==> src/rtl/accum_regio_pkg.sv <==
package accum_regio_pkg;

    localparam int DATA_W    = 16;
    localparam int CHAR_W    = 8;
    localparam int STEP_W    = 4;
    localparam int OPS_W     = 12;
    localparam int EXEC_STEP = 3;

    // register-class bit positions within the low operation field
    localparam int RB_CLR_AC  = 11;
    localparam int RB_CLR_E   = 10;
    localparam int RB_CPL_AC  = 9;
    localparam int RB_CPL_E   = 8;
    localparam int RB_ROT_R   = 7;
    localparam int RB_ROT_L   = 6;
    localparam int RB_INC     = 5;
    localparam int RB_SK_POS  = 4;
    localparam int RB_SK_NEG  = 3;
    localparam int RB_SK_ZERO = 2;
    localparam int RB_SK_E0   = 1;
    localparam int RB_HALT    = 0;

    // device-class operations use the upper six bits of the field
    localparam int IO_BASE = 6;
    localparam int IO_W    = OPS_W - IO_BASE;
    localparam int IB_IN   = 11 - IO_BASE;
    localparam int IB_OUT  = 10 - IO_BASE;
    localparam int IB_SKI  = 9 - IO_BASE;
    localparam int IB_SKO  = 8 - IO_BASE;
    localparam int IB_ION  = 7 - IO_BASE;
    localparam int IB_IOF  = 6 - IO_BASE;

    typedef enum logic [1:0] {
        CLS_OTHER = 2'd0,
        CLS_REG   = 2'd1,
        CLS_DEV   = 2'd2
    } instr_cls_e;

    typedef struct packed {
        logic [DATA_W-1:0] acc;
        logic              e;
        logic              acc_wr;
        logic              e_wr;
    } acc_upd_t;

    function automatic instr_cls_e classify(input logic [DATA_W-1:0] w);
        instr_cls_e c;
        c = CLS_OTHER;
        if (w[DATA_W-2 -: 3] == 3'b111)
            c = w[DATA_W-1] ? CLS_DEV : CLS_REG;
        return c;
    endfunction

endpackage

==> src/rtl/accum_regop_unit.sv <==
module accum_regop_unit
    import accum_regio_pkg::*;
(
    input  logic              clk,
    input  logic              rst,
    input  logic              go,
    input  logic [OPS_W-1:0]  ops,
    input  logic [DATA_W-1:0] acc,
    input  logic              e,
    output acc_upd_t          upd,
    output logic              skip,
    output logic              halt_req
);

    logic [DATA_W-1:0] a;
    logic              x;
    logic              tmp;

    // operations applied as a chain so the result of one feeds the next
    always_comb begin
        a   = acc;
        x   = e;
        tmp = 1'b0;
        if (ops[RB_CLR_AC]) a = '0;
        if (ops[RB_CLR_E])  x = 1'b0;
        if (ops[RB_CPL_AC]) a = ~a;
        if (ops[RB_CPL_E])  x = ~x;
        if (ops[RB_ROT_R]) begin
            tmp = a[0];
            a   = {x, a[DATA_W-1:1]};
            x   = tmp;
        end
        if (ops[RB_ROT_L]) begin
            tmp = a[DATA_W-1];
            a   = {a[DATA_W-2:0], x};
            x   = tmp;
        end
        if (ops[RB_INC]) a = a + DATA_W'(1);

        upd.acc    = a;
        upd.e      = x;
        upd.acc_wr = go & (ops[RB_CLR_AC] | ops[RB_CPL_AC] | ops[RB_ROT_R] |
                           ops[RB_ROT_L]  | ops[RB_INC]);
        upd.e_wr   = go & (ops[RB_CLR_E] | ops[RB_CPL_E] | ops[RB_ROT_R] |
                           ops[RB_ROT_L]);
    end

    assign skip = go & ((ops[RB_SK_POS]  & ~acc[DATA_W-1]) |
                        (ops[RB_SK_NEG]  &  acc[DATA_W-1]) |
                        (ops[RB_SK_ZERO] & (acc == '0))    |
                        (ops[RB_SK_E0]   & ~e));

    assign halt_req = go & ops[RB_HALT];

    // increment alone never touches E
    a_r4_inc_keeps_e: assert property (@(posedge clk) disable iff (rst)
        (go && ops == OPS_W'(1 << RB_INC)) |-> !upd.e_wr);

    // a lone right rotate moves AC bit 0 into E
    a_r3_rot_right_e: assert property (@(posedge clk) disable iff (rst)
        (go && ops == OPS_W'(1 << RB_ROT_R)) |-> (upd.e == acc[0]));

endmodule

==> src/rtl/accum_io_unit.sv <==
module accum_io_unit
    import accum_regio_pkg::*;
(
    input  logic              clk,
    input  logic              rst,
    input  logic              go,
    input  logic [IO_W-1:0]   sel,
    input  logic [DATA_W-1:0] acc,
    input  logic [CHAR_W-1:0] in_char,
    input  logic              in_strobe,
    input  logic              out_done,
    input  logic              irq_done,
    output acc_upd_t          upd,
    output logic              skip,
    output logic              in_flag,
    output logic              out_flag,
    output logic              ien,
    output logic [CHAR_W-1:0] out_char
);

    logic do_in, do_out, do_on, do_off;

    assign do_in  = go & sel[IB_IN];
    assign do_out = go & sel[IB_OUT];
    assign do_on  = go & sel[IB_ION];
    assign do_off = go & sel[IB_IOF];

    always_ff @(posedge clk) begin
        if (rst) begin
            in_flag  <= 1'b0;
            out_flag <= 1'b0;
            ien      <= 1'b0;
            out_char <= '0;
        end else begin
            if (in_strobe)   in_flag <= 1'b1;
            else if (do_in)  in_flag <= 1'b0;

            if (out_done)    out_flag <= 1'b1;
            else if (do_out) out_flag <= 1'b0;

            if (do_out) out_char <= acc[CHAR_W-1:0];

            if (irq_done)    ien <= 1'b0;
            else if (do_on)  ien <= 1'b1;
            else if (do_off) ien <= 1'b0;
        end
    end

    always_comb begin
        upd.acc    = {acc[DATA_W-1:CHAR_W], in_char};
        upd.e      = 1'b0;
        upd.acc_wr = do_in;
        upd.e_wr   = 1'b0;
    end

    assign skip = go & ((sel[IB_SKI] & in_flag) | (sel[IB_SKO] & out_flag));

    // the input-ready flag only drops after an input instruction
    a_r7_in_flag_drop: assert property (@(posedge clk) disable iff (rst)
        $fell(in_flag) |-> $past(do_in));

    // enable only rises after an enable instruction
    a_r10_ien_rise: assert property (@(posedge clk) disable iff (rst)
        $rose(ien) |-> $past(do_on));

    // a device strobe always leaves its flag set
    a_r8_strobe_sets: assert property (@(posedge clk) disable iff (rst)
        out_done |=> out_flag);

endmodule

==> src/rtl/accum_irq_seq.sv <==
module accum_irq_seq
    import accum_regio_pkg::*;
(
    input  logic              clk,
    input  logic              rst,
    input  logic [STEP_W-1:0] step,
    input  logic              ien,
    input  logic              in_flag,
    input  logic              out_flag,
    output logic              irq_req,
    output logic              ar_clr,
    output logic              tr_ld_pc,
    output logic              mem_wr,
    output logic              pc_clr,
    output logic              irq_done
);

    logic early_step;
    logic set_req;

    assign early_step = (step == STEP_W'(0)) || (step == STEP_W'(1)) ||
                        (step == STEP_W'(2));
    assign set_req    = !early_step && ien && (in_flag || out_flag);

    assign ar_clr   = irq_req && (step == STEP_W'(0));
    assign tr_ld_pc = irq_req && (step == STEP_W'(0));
    assign mem_wr   = irq_req && (step == STEP_W'(1));
    assign pc_clr   = irq_req && (step == STEP_W'(1));
    assign irq_done = irq_req && (step == STEP_W'(2));

    always_ff @(posedge clk) begin
        if (rst)           irq_req <= 1'b0;
        else if (irq_done) irq_req <= 1'b0;
        else if (set_req)  irq_req <= 1'b1;
    end

    // request only rises after a late step with interrupts enabled
    a_r11_req_rise: assert property (@(posedge clk) disable iff (rst)
        $rose(irq_req) |-> ($past(ien) && ($past(step) > STEP_W'(2))));

    // the last entry step always retires the request
    a_r12_req_exit: assert property (@(posedge clk) disable iff (rst)
        (irq_req && step == STEP_W'(2)) |=> !irq_req);

    // entry steps never overlap
    a_r12_steps_apart: assert property (@(posedge clk) disable iff (rst)
        $onehot0({ar_clr, mem_wr, irq_done}));

endmodule

==> src/rtl/accum_regio_ctrl.sv <==
module accum_regio_ctrl
    import accum_regio_pkg::*;
(
    input  logic              clk,
    input  logic              rst,
    input  logic [DATA_W-1:0] ir_word,
    input  logic [STEP_W-1:0] step,
    input  logic [DATA_W-1:0] acc_in,
    input  logic              e_in,
    input  logic [CHAR_W-1:0] in_char,
    input  logic              in_strobe,
    input  logic              out_done,
    output logic [DATA_W-1:0] acc_nxt,
    output logic              acc_wr,
    output logic              e_nxt,
    output logic              e_wr,
    output logic              pc_inc,
    output logic              seq_clr,
    output logic              ar_clr,
    output logic              tr_ld_pc,
    output logic              mem_wr,
    output logic              pc_clr,
    output logic [CHAR_W-1:0] out_char,
    output logic              in_flag,
    output logic              out_flag,
    output logic              irq_en,
    output logic              irq_req,
    output logic              halted
);

    instr_cls_e cls;
    logic       exec_ok, reg_go, dev_go;
    acc_upd_t   reg_upd, dev_upd;
    logic       reg_skip, dev_skip, halt_req, irq_done;

    assign cls     = classify(ir_word);
    assign exec_ok = (step == STEP_W'(EXEC_STEP)) && !halted && !irq_req;
    assign reg_go  = exec_ok && (cls == CLS_REG);
    assign dev_go  = exec_ok && (cls == CLS_DEV);

    accum_regop_unit u_regop (
        .clk      (clk),
        .rst      (rst),
        .go       (reg_go),
        .ops      (ir_word[OPS_W-1:0]),
        .acc      (acc_in),
        .e        (e_in),
        .upd      (reg_upd),
        .skip     (reg_skip),
        .halt_req (halt_req)
    );

    accum_io_unit u_io (
        .clk       (clk),
        .rst       (rst),
        .go        (dev_go),
        .sel       (ir_word[OPS_W-1:IO_BASE]),
        .acc       (acc_in),
        .in_char   (in_char),
        .in_strobe (in_strobe),
        .out_done  (out_done),
        .irq_done  (irq_done),
        .upd       (dev_upd),
        .skip      (dev_skip),
        .in_flag   (in_flag),
        .out_flag  (out_flag),
        .ien       (irq_en),
        .out_char  (out_char)
    );

    accum_irq_seq u_irq (
        .clk      (clk),
        .rst      (rst),
        .step     (step),
        .ien      (irq_en),
        .in_flag  (in_flag),
        .out_flag (out_flag),
        .irq_req  (irq_req),
        .ar_clr   (ar_clr),
        .tr_ld_pc (tr_ld_pc),
        .mem_wr   (mem_wr),
        .pc_clr   (pc_clr),
        .irq_done (irq_done)
    );

    always_ff @(posedge clk) begin
        if (rst)           halted <= 1'b0;
        else if (halt_req) halted <= 1'b1;
    end

    assign acc_nxt = reg_go ? reg_upd.acc : dev_upd.acc;
    assign acc_wr  = reg_upd.acc_wr | dev_upd.acc_wr;
    assign e_nxt   = reg_go ? reg_upd.e : dev_upd.e;
    assign e_wr    = reg_upd.e_wr | dev_upd.e_wr;
    assign pc_inc  = reg_skip | dev_skip | irq_done;
    assign seq_clr = reg_go | dev_go | irq_done;

    // halt is sticky until reset
    a_r6_halt_sticky: assert property (@(posedge clk) disable iff (rst)
        halted |=> halted);

    // a halted machine writes nothing
    a_r6_halt_quiet: assert property (@(posedge clk) disable iff (rst)
        (halted && !irq_req) |-> !(acc_wr || e_wr || seq_clr));

    // every skip ends the instruction
    a_r5_skip_ends: assert property (@(posedge clk) disable iff (rst)
        pc_inc |-> seq_clr);

endmodule

==> config.mk <==
export PLATFORM = sky130hd
export DESIGN_NAME = accum_regio_ctrl
export DESIGN_NICKNAME = d
export VERILOG_FILES = /design/src/rtl/accum_regio_pkg.sv /design/src/rtl/accum_regop_unit.sv /design/src/rtl/accum_io_unit.sv /design/src/rtl/accum_irq_seq.sv /design/src/rtl/accum_regio_ctrl.sv
export SDC_FILE = /design/constraint.sdc
export NUM_CORES = 1
export LEC_CHECK = 0
export BUFFER_PORTS_ARGS = -buffer_cell sky130_fd_sc_hd__buf_4
export CELL_PAD_IN_SITES_DETAIL_PLACEMENT = 0
export CELL_PAD_IN_SITES_GLOBAL_PLACEMENT = 1
export CORE_AREA = 5 5 84 86
export DETAILED_ROUTE_END_ITERATION = 12
export DIE_AREA = 0 0 89 91
export GPL_ROUTABILITY_DRIVEN = 0
export HOLD_SLACK_MARGIN = 0.06
export PLACE_DENSITY = 0.9
export REMOVE_ABC_BUFFERS = 1
export SLEW_MARGIN = 10
export SYNTH_ARGS = -nofsm -noshare
export SYNTH_HDL_FRONTEND = slang
export SYNTH_SLANG_ARGS = --single-unit
==> constraint.sdc <==
create_clock -name clk -period 9.85 [get_ports clk]
set_input_delay 1.4775 -clock clk [delete_from_list [all_inputs] [get_ports clk]]
set_output_delay 1.4775 -clock clk [all_outputs]
set_load 0.005 [all_outputs]
== Word-level counts from Yosys, hierarchy flattened ==
Cells that the tools add are included.
Operators by class
  $add $sub $neg: 1
  $mul: 0
  divide/modulo/power cells: 0
  $lt $le $gt $ge: 0
  equal/unequal tests: 6
  shift operators: 0
  mux-type cells: 19
  bitwise operators: 35
  reduce and logical (&&, ||, !) cells: 21
Operators with widths (number)
  $mux W16: 6
  $add A16 B1 Y16 const B: 1
  $logic_not A16 Y1: 1
  $not A16 Y16: 1
  $or A1 B1 Y1: 16
  $and A1 B1 Y1: 15
  $mux W1: 11
  $logic_and A1 B1 Y1: 9
  $eq A4 B2 Y1 const B: 2
  $reduce_bool A2 Y1: 3
  $eq A4 B1 Y1 const B: 1
  $logic_not A4 Y1: 1
  $mux W2: 2
  $eq A3 B3 Y1 const B: 1
  $logic_not A1 Y1: 3
  $logic_or A1 B1 Y1: 3
  $not A1 Y1: 3
  $eq A2 B1 Y1 const B: 1
  $eq A2 B2 Y1 const B: 1
  $reduce_or A2 Y1: 1
Word-level totals
  register bits: 13
  bits in latches: 0
  bits in writable memories: 0
  memory bits (read-only): 0
  input port bits: 49
  output and inout bits: 38
  memories kept: 0

== Logic depth before layout (Yosys ltp) ==
Gate-level depths: netlist of the first run.
  depth after elaboration: 8
  depth in mapped cells: 14
  mapped depth without buffers: 12

== Cells and area by module ==
A second synthesis of the first run with hierarchy kept.
Second synthesis, totals
  cell total of the unflattened synthesis: 325
  area total of the unflattened synthesis: 2534.9 um^2
By module, submodules not included
  accum_regop_unit: times used 1, cells an instance 208, area an instance 1452.6 um^2
  accum_io_unit: times used 1, cells an instance 70, area an instance 649.4 um^2
  accum_regio_ctrl: times used 1, cells an instance 33, area an instance 331.6 um^2
  accum_irq_seq: times used 1, cells an instance 14, area an instance 101.3 um^2

== Worst setup path after synthesis of the first run ==
OpenSTA, ideal clock, no wires.
  path kind: input-to-output
  start: input port ir_word[6]
  end: output port acc_nxt[4]
  arrival: 3980 ps
  data required time: 8373 ps
  path slack: 4392 ps
  cell stages on the path: 12
  buffers on the path: 3
  cell sequence: buf_2 > buf_1 > buf_1 > nor2_1 > a21oi_1 > ha_1 > nand2_1 > nor4_1 > o21ai_0 > xnor2_1 > a2111oi_0 > a21o_1
Between the ends
  longest elaborated chain between the ends: 4
Ends and longest elaborated chain
  start, declared: RTL line accum_regio_ctrl.sv:6  | input logic [DATA_W-1:0] ir_word,
  $mux W16 *: RTL line accum_regop_unit.sv:33  | if (ops[RB_ROT_L]) begin
  $add A16 B1 Y16: RTL line accum_regop_unit.sv:38  | if (ops[RB_INC]) a = a + DATA_W'(1);
  $mux W16 *: RTL line accum_regop_unit.sv:38
  $mux W16 *: RTL line accum_regio_ctrl.sv:91  | assign acc_nxt = reg_go ? reg_upd.acc : dev_upd.acc;
  end, declared: RTL line accum_regio_ctrl.sv:13  | output logic [DATA_W-1:0] acc_nxt,
Every way passes the cells marked *; elsewhere a longest branch is shown, timed or not.

== Worst setup path after layout of the first run ==
  start: input port ir_word[9]
  end: output port acc_nxt[4]
Between the ends
  longest elaborated chain between the ends: 6
Ends and longest elaborated chain
  $mux W16 *: RTL line accum_regop_unit.sv:26  | if (ops[RB_CPL_AC]) a = ~a;
  $mux W16 / $mux W1 (equally long branches): RTL line accum_regop_unit.sv:28  | if (ops[RB_ROT_R]) begin
  $mux W16 *: RTL line accum_regop_unit.sv:33
  $add A16 B1 Y16: RTL line accum_regop_unit.sv:38
  $mux W16 *: RTL line accum_regop_unit.sv:38
  $mux W16 *: RTL line accum_regio_ctrl.sv:91
Marks and branches as above.

==> metrics, run 1 <==
status=complete, no violations; row cnt=29; flip-flop cell with the highest count after synthesis=dfxtp_1; max-cap violation count=0; antenna violations before repair=0; Hold Worst Slack=around 450 ps; Vias=2,662; Post-CTS Hold Fix Bufs=0; worst clock skew on the final layout=between 4 and 5 ps; area used by multi-input combinational logic=approximately 1800 µm²; WP data arrival=between 5000 and 6000 ps; routed wire length=7780 µm; total congestion overflow=0; Crit Path Category=in -> out; top cells by area in the synthesized netlist=dfxtp_1 (12%), xnor2_1 (11%), nand2_1 (6.9%); TritonCTS Buffers=3; metal2 WL=3550 µm; growth of design area from synthesis to finish=31.1%; startpoint types=input port; quantity of gates resized following cts=0; setup repair after global routing missed its margin=false; sequential share of the synthesized area=a little under an eighth; first drt pass iteration count=5; Final HPWL DP=~6000 µm; cell at the root of the clock tree=clkbuf_8; average routed wire per standard cell=around 17 µm; maximum number of pins on one net before global-route repair=31; share of final-layout standard cells stronger than drive strength 1=28.0%; starting utilization of the core area=between 30 and 40%; Post-Synthesis Mean Instance Area=6.96 µm²; final standard cell utilization of the core=46.9%; deepest clock path buffer count=2; setup_tns=0 ps; Clk pin slew, worst setup/hold paths=about 60 ps; Worst Setup End Kind=output pin; largest area contributor in the synthesized netlist=dfxtp_1; cell count after placement=about 460; number of inserted diodes=0; area of the placeable core=6200 µm²; number of remaining DRC errors=0; CP Data Required Time=8370 ps; area of the die=around 8100 µm²; later-pin clock latency in the skew report=between 200 and 250 ps; floorplan die width=~89 µm; flip-flop and latch count after synthesis=13; first-pass GRT wire length=12,100 µm; PD cells=71.3 nW/µm²; Hold WC Path Type=reg -> reg; IR drop worst, VDD=between 70 and 80 µV; routed length on met1=roughly 3400 µm; final count of hold timing violations=0; deepest level of the CTS H-tree=1; IO Pins=87; TritonCTS clock tree=yes; fin area=around 2900 µm²; Routed met3 length=766 µm; commonest cells in the synthesized netlist=nand2_1 (41), xnor2_1 (29), nor2_1 (26); most frequent cell after synthesis=nand2_1; global-route usage over all layers=18.1%; Slew HR=between 50% and 60%; Max Clk Rate=roughly 150 MHz; Worst Max-Slew Pin Slew=approximately 620 ps; post-synthesis cell type count=58; via count of the first global-routing pass=2,487; Post-Layout Cell Count=between 400 and 500; area post-placement=approximately 2900 µm²; count of input and output buffers=86; Final nets=440; leakage component of the power=between 0.001 and 0.0015 µW; portion of synthesized cell area occupied by the leading cell type=about an eighth; post-CTS setup buffers=0; combined flip-flop and latch cell area=~260 µm²; Post-synth ARST share=0%; number of clock sinks seen by CTS=13; netlist area before placement=around 2200 µm²; number of synthesized flops with an enable pin=0; largest fanout on the critical path=30; starting DRC count in detailed routing=about 300; number of max-slew violations in the final report=0; Final ANT Viol Nets=0; highest routed layer=met4; final setup vio count=0; via/cell ratio=around 5.7; Syn Inst Count=319; Filler cells=approximately 640; synth warn=0; Final Critical Period=6550 ps; height of the die=91 µm; final worst-path cycle share=about 66%
[path summary, 6_finish.rpt]
check | from | endpoint | slack [ps] | cells after the start
max | ir_word[9] | acc_nxt[4] | 3300 | 13
min | u_io.out_char[6] | u_io.out_char[6] | 450 | 2
max reg2reg | u_irq.irq_req | u_io.ien | 8190 | 7
min reg2reg | u_io.out_char[6] | u_io.out_char[6] | 450 | 2
[final cells by class]
cell class / instances / area share, %
Multi-Input combinational cell: 278 / 62.8
Timing Repair Buffer: 87 / 22.4
Sequential cell: 13 / 8.94
Tap cell: 77 / 3.31
Clock buffer: 3 / 1.42
Inverter: 7 / 0.903
Clock inverter: 1 / 0.172
[per-stage QoR]
stage / power (µW) / worst slack [ps]
final: 207 / 3300
after global routing: 220 / 2860
after detailed placement: 159 / 3410
after global placement: 158 / 3590
after CTS: 208 / 3390
after floorplan: 113 / 4490
[metal layers]
metal	up-vias	track usage (%)
li1	1306	-
met1	1221	25.0
met2	127	29.1
met3	8	3.71
met4	0	3.10
met5	-	0
[cells by family (layout without fill, tap and decap cells)]
family	count (synthesis)	after routing	synth area share, %
and+or+nand+nor	142	142	33.3
AOI/OAI and AO/OA	80	80	24.0
xor gates and xnor gates	29	29	11.4
buffers and inverters	28	98	5.92
muxes	26	26	13.1
DFF	13	13	11.7
adders and majority gates	1	1	0.564
[sequential cells by signal (all words and copies together), names as in the netlist]
name,count
halted,1
u_io.ien,1
u_io.in_flag,1
u_io.out_char,8
u_io.out_flag,1
u_irq.irq_req,1
[critical path, stage by stage]
cell	delay [ps]
buf_4	310
clkinv_1	610
xnor2_1	370
mux2i_1	170
a21oi_1	280
ha_1	190
nand2_1	130
nor4_1	470
o21ai_0	190
and2_1	190
a2111oi_0	430
a21o_1	130
buf_4	100
[power breakdown]
part / total [µW] / internal [µW] / leakage [µW] / switching, µW
Combinational: 105 / 48.8 / 0.00106 / 56.6
Clock: 48.2 / 27.9 / 0.0000255 / 20.3
Sequential: 53.9 / 53.2 / 0.000105 / 0.688
[placed cells by master (no fill, tap or decap), types with 2 or more instances in the layout]
| cell type | count |
|---|---|
| buf_4 | 87 |
| nand4_1 | 4 |
| clkbuf_8 | 3 |
| a221oi_1 | 3 |
| dfxtp_1 | 13 |
| nand3_1 | 14 |
| or2_2 | 2 |
| nor2_1 | 26 |
| o211ai_1 | 3 |
| nor2b_1 | 7 |
| mux2i_1 | 14 |
| o21a_1 | 2 |
| and2_1 | 6 |
| mux2_2 | 11 |
| a21o_1 | 2 |
| inv_1 | 6 |
| or3_1 | 4 |
| nor3b_1 | 2 |
| nand2b_1 | 4 |
| o21ai_1 | 2 |
| nor4b_1 | 2 |
| a22oi_1 | 5 |
| a21oi_1 | 25 |
| nand2_1 | 41 |
| and3_1 | 3 |
| a21boi_0 | 3 |
| a211oi_1 | 4 |
| nor3_1 | 9 |
| o21ai_0 | 16 |
| and4_1 | 4 |
| xnor2_1 | 29 |
| nor4_1 | 9 |
(Power assumes the default switching activity.)
==> inputs of run 2 (changes only) <==
--- a/config.mk
+++ b/config.mk
@@ -8,12 +8,12 @@
 export BUFFER_PORTS_ARGS = -buffer_cell sky130_fd_sc_hd__buf_4
 export CELL_PAD_IN_SITES_DETAIL_PLACEMENT = 0
 export CELL_PAD_IN_SITES_GLOBAL_PLACEMENT = 1
-export CORE_AREA = 5 5 84 86
+export CORE_AREA = 5 5 87 89
 export DETAILED_ROUTE_END_ITERATION = 12
-export DIE_AREA = 0 0 89 91
+export DIE_AREA = 0 0 92 94
 export GPL_ROUTABILITY_DRIVEN = 0
 export HOLD_SLACK_MARGIN = 0.06
-export PLACE_DENSITY = 0.9
+export PLACE_DENSITY = 0.85
 export REMOVE_ABC_BUFFERS = 1
 export SLEW_MARGIN = 10
 export SYNTH_ARGS = -nofsm -noshare
==> constraint.sdc (replaced) <==
create_clock -name clk -period 6.4 [get_ports clk]
set_input_delay 0.96 -clock clk [delete_from_list [all_inputs] [get_ports clk]]
set_output_delay 0.96 -clock clk [all_outputs]
set_load 0.005 [all_outputs]
==> run 2 against run 1 <==
Effect of this change: via count down 1.2%; combinational power up 54%; total power up 53%; die area up 6.8%; worst setup slack worse by 1900 ps; final area up 0.34%; critical path type unchanged; hold slack worse by 6.6 ps; first-iteration DRC count down 38%; utilization down 3.2 points; final cell count up 0.86%; critical path depth up 1; flip-flop and latch count unchanged.
==> metrics, run 2 (synthesis results as in run 1) <==
Final HPWL DP=between 5000 and 6000 µm; total congestion overflow=0; TritonCTS clock tree=yes; register name with the most flops=u_io.out_char; number of max-slew violations in the final report=0; number of remaining DRC errors=0; Filler cells=between 700 and 800; final standard cell utilization of the core=43.7%; critical path's top delay family=compound AO/OA/AOI/OAI gates; share of final-layout standard cells stronger than drive strength 1=around 28%; via count of the first global-routing pass=2,528; routed wire length=approximately 7600 µm; starting DRC count in detailed routing=about 180; floorplan die width=slightly above 90 µm; quantity of gates resized following cts=0; worst min-delay path endpoint=u_io.out_char[4]; startpoint of the most critical register-to-register path=u_irq.irq_req; Worst Setup End Kind=output pin; register-to-register setup slack=about 4700 ps; Slew HR=~56%; Worst Max-Slew Pin Slew=654 ps; combined buffer and inverter count along the critical path=2; status=complete, no violations; cell at the root of the clock tree=clkbuf_8; Max Clk Rate=just over 200 MHz; number of cells on the worst hold path=2; Post-CTS Hold Fix Bufs=0; area of the die=between 8000 and 9000 µm²; commonest non-fill, non-tap cell in the layout=buf_4; leakage component of the power=0.00119 µW; Crit Path Category=in -> out; post-CTS setup buffers=0; area used by multi-input combinational logic=approximately 1800 µm²; largest fanout on the critical path=30; crit path cell chain=buf_4 -> mux2i_1 -> nor2_1 -> xnor2_1 -> nor2_1 -> a21oi_1 -> ha_1 -> nand2_1 -> nor4_1 -> o21ai_0 -> xnor2_1 -> a2111oi_0 -> a21o_1 -> buf_4; fin area=between 2000 and 3000 µm²; Worst path slowest cell=nor4_1; antenna violations before repair=0; starting utilization of the core area=33.2%; TritonCTS Buffers=3; growth of design area from synthesis to finish=31.6%; WP data arrival=between 3000 and 4000 ps; average routed wire per standard cell=16.2 µm; first drt pass iteration count=4; max FFs per register=8; commonest cells after routing, fill and taps aside=buf_4 (88), nand2_1 (41), xnor2_1 (29); CP peak stage delay=480 ps; least setup slack across all paths after layout=1450 ps; worst setup slack after placement=between 1000 and 1500 ps; setup repair after global routing missed its margin=false; Final Critical Period=about 5000 ps; area of the placeable core=6680 µm²; first-pass GRT wire length=about 13,000 µm; final setup vio count=0; Hold WC Path Type=reg -> reg; count of input and output buffers=86; PD cells=roughly 110 nW/µm²; maximum number of pins on one net before global-route repair=31; setup_tns=0 ps; Hold Path Origin=u_io.out_char[4]; Levels on crit path=14; startpoint types=input port; Final nets=between 400 and 500; combined flip-flop and latch cell area=roughly 260 µm²; IO Pins=between 80 and 90; final worst-path cycle share=roughly 77%; IR drop worst, VDD=~120 µV; deepest level of the CTS H-tree=1; via/cell ratio=5.60; worst clock skew on the final layout=1.52 ps; Final ANT Viol Nets=0; Clk pin slew, worst setup/hold paths=about 50 ps; deepest clock path buffer count=2; max-cap violation count=0; area post-placement=between 2000 and 3000 µm²; number of inserted diodes=0; final count of hold timing violations=0; CP Data Required Time=around 5400 ps; row cnt=30; cell count of the worst reg-to-reg path=7; later-pin clock latency in the skew report=between 200 and 250 ps; Vias=approximately 2,600; global-route usage over all layers=~18%; height of the die=between 90 and 100 µm; destination of the worst register-to-register timing path=u_io.in_flag; number of clock sinks seen by CTS=13
run 2: worst max-delay path by stage:
stage,slack [ps],start,endpoint
after detailed placement,1440,ir_word[7],acc_nxt[4]
after floorplan,2080,ir_word[9],acc_nxt[4]
after CTS,1430,ir_word[7],acc_nxt[4]
final,1450,ir_word[7],acc_nxt[4]
after global routing,1020,ir_word[7],acc_nxt[4]
after global placement,1570,ir_word[7],acc_nxt[4]
run 2: stage by stage:
stage | total power [µW] | hold slack (ps) | instances
final | 318 | 448 | 470
after CTS | 321 | 452 | 470
after detailed placement | 245 | 445 | 466
after floorplan | 173 | 442 | 298
after global placement | 244 | 440 | 466
after global routing | 343 | 474 | 470
run 2: power breakdown:
group / switching (µW) / internal [µW]
clock: 28.8 / 44.0
sequential: 1.02 / 82.0
combinational: 86.2 / 75.6
run 2: per-layer routing:
| layer | up-vias | wire [µm] | part of all wire, % | GRT usage (%) |
|---|---|---|---|---|
| met5 | - | 0 | 0 | 0 |
| met3 | 5 | 681 | 8.9 | 4.41 |
| met1 | 1204 | 3540 | 46 | 24.1 |
| li1 | 1316 | - | - | - |
| met4 | 0 | 41 | 0.54 | 2.97 |
| met2 | 106 | 3360 | 44 | 28.1 |
run 2: final cells by class:
cell class                      count  share of cell area, %
Clock buffer                        4                   1.54
Inverter                            7                  0.900
Multi-Input combinational cell    278                   62.6
Sequential cell                    13                   8.91
Tap cell                           80                   3.43
Timing Repair Buffer               88                   22.6
run 2: worst min-delay path, stage by stage (launching register included):
cell and delay (ps):
dfxtp_1 300, nand2_1 50, a21oi_1 50
